## config.mk

```make
export PLATFORM = sky130hd
export DESIGN_NAME = dt_discard_timer
export DESIGN_NICKNAME = d
export VERILOG_FILES = /design/src/rtl/dt_discard_pkg.sv /design/src/rtl/dt_prescaler.sv /design/src/rtl/dt_entry.sv /design/src/rtl/dt_discard_timer.sv
export SDC_FILE = /design/constraint.sdc
export NUM_CORES = 1
export LEC_CHECK = 0
export BUFFER_PORTS_ARGS = -buffer_cell sky130_fd_sc_hd__buf_4
export CORE_ASPECT_RATIO = 1.2
export CORE_MARGIN = 5
export CORE_UTILIZATION = 30
export DETAILED_ROUTE_END_ITERATION = 7
export HOLD_SLACK_MARGIN = 0.08
export PLACE_DENSITY_LB_ADDON = 0.25
export SYNTH_ARGS = -nofsm -noshare
export SYNTH_HDL_FRONTEND = slang
export SYNTH_SLANG_ARGS = --single-unit
```

## constraint.sdc

```tcl
create_clock -name clk_i -period 1.9 [get_ports clk_i]
set_clock_uncertainty 0.1 [all_clocks]
set_input_delay 0.19 -clock clk_i [delete_from_list [all_inputs] [get_ports clk_i]]
set_output_delay 0.19 -clock clk_i [all_outputs]
set_load 0.01 [all_outputs]
```

## src/rtl/dt_discard_pkg.sv

```systemverilog
package dt_discard_pkg;
  typedef enum logic {
    ST_IDLE = 1'b0,
    ST_HELD = 1'b1
  } entry_state_e;
endpackage

```

## src/rtl/dt_prescaler.sv

```systemverilog
module dt_prescaler #(
  parameter int unsigned SHORT_EXP = 10,
  parameter int unsigned LONG_EXP  = 15
) (
  input  logic clk_i,
  input  logic rst_ni,
  output logic tick_short_o,
  output logic tick_long_o
);
  localparam int unsigned CW = LONG_EXP;

  logic [CW-1:0] cnt_q;

  always_ff @(posedge clk_i or negedge rst_ni) begin
    if (!rst_ni) cnt_q <= '0;
    else         cnt_q <= cnt_q + CW'(1);
  end

  // tick on the last count of each tap period
  assign tick_short_o = &cnt_q[SHORT_EXP-1:0];
  assign tick_long_o  = &cnt_q;
endmodule

```

## src/rtl/dt_entry.sv

```systemverilog
module dt_entry
  import dt_discard_pkg::*;
#(
  parameter int unsigned EXPIRE_TICKS = 2
) (
  input  logic clk_i,
  input  logic rst_ni,
  input  logic ready_i,
  input  logic hit_i,
  input  logic short_sel_i,
  input  logic bus_rst_i,
  input  logic tick_short_i,
  input  logic tick_long_i,
  output logic valid_o,
  output logic discard_o,
  output logic delivered_o
);
  localparam int unsigned TCW = (EXPIRE_TICKS > 1) ? $clog2(EXPIRE_TICKS) : 1;
  localparam logic [TCW-1:0] LAST_CNT = TCW'(EXPIRE_TICKS - 1);

  entry_state_e   state_q;
  logic           sel_q;
  logic [TCW-1:0] tcnt_q;
  logic           discard_q, deliv_q;
  logic           tick_sel, last_tick;

  assign tick_sel  = sel_q ? tick_short_i : tick_long_i;
  assign last_tick = tick_sel && (tcnt_q == LAST_CNT);

  always_ff @(posedge clk_i or negedge rst_ni) begin
    if (!rst_ni) begin
      state_q   <= ST_IDLE;
      sel_q     <= 1'b0;
      tcnt_q    <= '0;
      discard_q <= 1'b0;
      deliv_q   <= 1'b0;
    end else begin
      discard_q <= 1'b0;
      deliv_q   <= 1'b0;
      if (bus_rst_i) begin
        state_q <= ST_IDLE;
        tcnt_q  <= '0;
      end else begin
        case (state_q)
          ST_IDLE: begin
            if (ready_i) begin
              state_q <= ST_HELD;
              sel_q   <= short_sel_i;
              tcnt_q  <= '0;
            end
          end
          ST_HELD: begin
            // hit wins over expiry on the same edge
            if (hit_i) begin
              deliv_q <= 1'b1;
              state_q <= ST_IDLE;
            end else if (last_tick) begin
              discard_q <= 1'b1;
              state_q   <= ST_IDLE;
            end else if (tick_sel) begin
              tcnt_q <= tcnt_q + TCW'(1);
            end
          end
          default: state_q <= ST_IDLE;
        endcase
      end
    end
  end

  assign valid_o     = (state_q == ST_HELD);
  assign discard_o   = discard_q;
  assign delivered_o = deliv_q;
endmodule

```

## src/rtl/dt_discard_timer.sv

```systemverilog
module dt_discard_timer #(
  parameter int unsigned SHORT_EXP    = 10,
  parameter int unsigned LONG_EXP     = 15,
  parameter int unsigned EXPIRE_TICKS = 2
) (
  input  logic clk_i,
  input  logic rst_ni,
  input  logic ready_i,
  input  logic hit_i,
  input  logic short_sel_i,
  input  logic bus_rst_i,
  output logic valid_o,
  output logic discard_o,
  output logic delivered_o
);
  logic tick_short, tick_long;

  dt_prescaler #(
    .SHORT_EXP(SHORT_EXP),
    .LONG_EXP (LONG_EXP)
  ) u_presc (
    .clk_i       (clk_i),
    .rst_ni      (rst_ni),
    .tick_short_o(tick_short),
    .tick_long_o (tick_long)
  );

  dt_entry #(
    .EXPIRE_TICKS(EXPIRE_TICKS)
  ) u_entry (
    .clk_i       (clk_i),
    .rst_ni      (rst_ni),
    .ready_i     (ready_i),
    .hit_i       (hit_i),
    .short_sel_i (short_sel_i),
    .bus_rst_i   (bus_rst_i),
    .tick_short_i(tick_short),
    .tick_long_i (tick_long),
    .valid_o     (valid_o),
    .discard_o   (discard_o),
    .delivered_o (delivered_o)
  );
endmodule

```

==> key figures <==
Placed design
  • DP Wirelength: 980 um
  • RePlAce Congestion: 0.682
  • I/O Buffers: 8

Min path
  • Worst hold stages: 3
  • Hold Path Class: input port to flop
  • Hold EP: u_entry.delivered_o
  • Hold Startpoint: bus_rst_i

Worst setup path
  • Crit path max-delay family: simple AND/OR/NAND/NOR gates
  • R2r setup slk: 0.33 ns
  • CP cell instances: ha_1 > nand2_1 > nor3_4 > nand3_1 > a21o_1
  • Worst path arrival time: around 1.7 ns
  • Critical Path RT: 2.00 ns
  • Reg-to-reg endpoint: u_entry.valid_o
  • WS Path Type: flop to flop
  • Reg2Reg Depth: 5
  • Startpoint types: flop
  • Crit. End Element: flop
  • Reg-to-Reg Start: u_presc.cnt_q[0]
  • Worst path slowest cell: dfrtp_1
  • CP max stage delay: ~0.42 ns
  • Worst path bufs/invs: 0
  • Worst Path Max Fanout: 6

Synth
  • Most frequent cells after synthesis: dfrtp_1 (20), nand3_1 (10), xnor2_1 (10)
  • Most common cell in the netlist: dfrtp_1
  • Adder-Cell Fraction of Synth Area: under 10%
  • Distinct cells, synth: 21
  • Post-Syn Nets: 74
  • Ys Warns: 0
  • Yosys top cell by area: dfrtp_1
  • Post-synthesis mux area share: under 10%
  • Yosys reg bits: 20
  • Largest family of logic cells by synthesized area: simple AND/OR/NAND/NOR gates
  • Synth async-reset ratio: 100%
  • Post-Synth XOR/XNOR Area: 13.7%
  • Post-Syn Area per Cell: 12.4 um^2
  • Synth area leaders: dfrtp_1 (60%), xnor2_1 (11%), nand3_1 (6.0%)
  • Seq/Total Area, Yosys: between 60 and 70%
  • Top_reg_cell synth: dfrtp_1
  • Simple-Gate Fraction of Synth Area: approximately a fifth
  • Post-synthesis compound-gate area fraction: 3.01%
  • Post-synth EDFFs: 0
  • Post-synthesis cell area: 832 um^2
  • Cells after synthesis: 67
  • Share of Yosys cell area claimed by the top area cell type: roughly 60%

Timing
  • Slew headroom: 77.7%
  • Final Hold Fails: 0
  • Endpoints failing setup: 0
  • Setup TNS: 0 ns
  • Max-slew violation count: 0
  • RSZ-0062 raised after global routing: false
  • Worst Tran Pin Value: 0.334 ns
  • Max Freq: 638 MHz
  • Final period util: 82.5%
  • Minimum clock period: roughly 1.6 ns
  • Hold Slack: 0.113 ns

Clocking
  • Clock Sinks: 20
  • Max Root-Sink Buffers: 2
  • Depth of the CTS H-tree: 1
  • CTS tree: yes
  • CTS Buf Count: 3
  • Clk root buf: clkbuf_4
  • Post-CTS Setup Inserts: 0
  • # hold bufs at CTS: 3
  • Clock slew at reported path FFs: 0.10 ns
  • Cts repair resizes: 0
  • Clk Latency, worst-skew pair: 0.30 ns

Pwr
  • Sw Share: approximately a fifth
  • Clk pwr share: 33.7%
  • Peak supply drop: 264 uV
  • Part of the power in combinational logic: 6.1%
  • Leak: 0.491 nW
  • Total Power: 724 uW
  • Power Density: around 720 nW/um^2
  • Net Switching: between 150 and 200 uW
  • Reg power frac: around three fifths
  • Internal Power: 573 uW

GRT
  • Number of global-route vias before repair: 548
  • Initial antenna violation count: 0
  • Largest net degree at the start of global routing: 21
  • First-pass GRT wire length: about 2400 um
  • Total grt overflow: 0
  • GRT Total Usage: under 10%

Drt
  • WL per Instance: ~11 um
  • Post-route antenna net violation count: 0
  • Via density: 4.59
  • First DRT Iteration DRCs: 15
  • DR DRC count: 0
  • Vias post-DR: 532
  • Detailed Routing Iterations Pass 1: 2
  • WL final: 1330 um

Floorplanning
  • I/O pins: 9
  • DIE WIDTH: around 58 um
  • Die ar.: slightly below 4000 um^2
  • Initial Util: 30.4%
  • Row count: 21
  • Die Ht: 67.7 um
  • Core area: 2730 um^2

Run status
  • Status: complete, no violations

Finish
  • Layout Area Growth over Synthesis: 20.3%
  • Fin nets: 90
  • ANT cells: 0
  • Fraction of layout cells with a size suffix above 1: 20.7%

Flow run
  • Max Cap Viol: 0
-- layout make-up --
| type | count | area (um^2) |
|---|---|---|
| Fill cell | 283 | 1730 |
| Sequential cell | 20 | 500 |
| Multi-Input combinational cell | 44 | 320 |
| Timing Repair Buffer | 11 | 90.1 |
| Tap cell | 34 | 42.5 |
| Clock buffer | 4 | 36.3 |
| Inverter | 3 | 11.3 |
-- worst max path at each step --
stage	slack (ns)	to	start	cells after the start
global placement	0.39	u_entry.valid_o	u_presc.cnt_q[0]	5
CTS	0.33	u_entry.valid_o	u_presc.cnt_q[0]	5
detailed placement	0.34	u_entry.valid_o	u_presc.cnt_q[0]	5
finish	0.33	u_entry.valid_o	u_presc.cnt_q[0]	5
global route	0.20	u_presc.cnt_q[14]	u_presc.cnt_q[0]	5
floorplan	0.48	u_entry.valid_o	u_presc.cnt_q[0]	5
-- placed cells by master, fill, tap and decap left out, types with 2 or more instances in the layout --
cell and instances:
dlygate4sd3_1 3, and3_1 2, nor2_1 2, inv_1 3, nand4_1 2, nand2_1 3, clkbuf_4 3, xnor2_1 10
nand3_1 10, buf_4 8, dfrtp_1 20, xor2_1 3
-- metrics by stage --
stage	utilization [%]	cells	setup WS [ns]	cell area (um^2)
CTS	36.6	116	0.330	1000
floorplan	-	67	0.479	832
global placement	34.2	109	0.395	935
detailed placement	34.2	109	0.340	935
finish	36.6	116	0.332	1000
global route	36.6	116	0.195	1000
-- worst min-delay path, cell delays in order --
cell,delay (ns)
buf_4,0.08
inv_1,0.05
and3_1,0.16
-- metal layers --
layer	vias to the layer above	global-route usage, %	routed length [um]
met4	0	5.22	21
met5	-	0	0
li1	266	-	-
met3	4	1.91	88
met2	11	12.0	585
met1	251	10.9	637
-- power by group through the flow --
stage / Combinational (mW) / Sequential, mW / Clock [mW]
5_1_grt: 0.0501 / 0.438 / 0.272
4_1_cts: 0.0460 / 0.436 / 0.254
3_3_place_gp: 0.0392 / 0.444 / 0
3_5_place_dp: 0.0409 / 0.445 / 0
6_report: 0.0441 / 0.436 / 0.244
2_1_floorplan: 0.0154 / 0.445 / 0
-- sequential cells by signal, indices dropped and copies added, names as in the netlist --
name and count:
u_entry.discard_o 1, u_entry.sel_q 1, u_presc.cnt_q 15, u_entry.valid_o 1, u_entry.tcnt_q 1, u_entry.delivered_o 1
-- kinds of logic after synthesis --
kind of cell               after synthesis
adders and majority gates                1
xor gates and xnor gates                13
buffers and inverters                    3
AOI/OAI and AO/OA                        3
DFF                                     20
muxes                                    1
and+or+nand+nor                         26
Note: power is estimated with default switching activity, not from simulation.
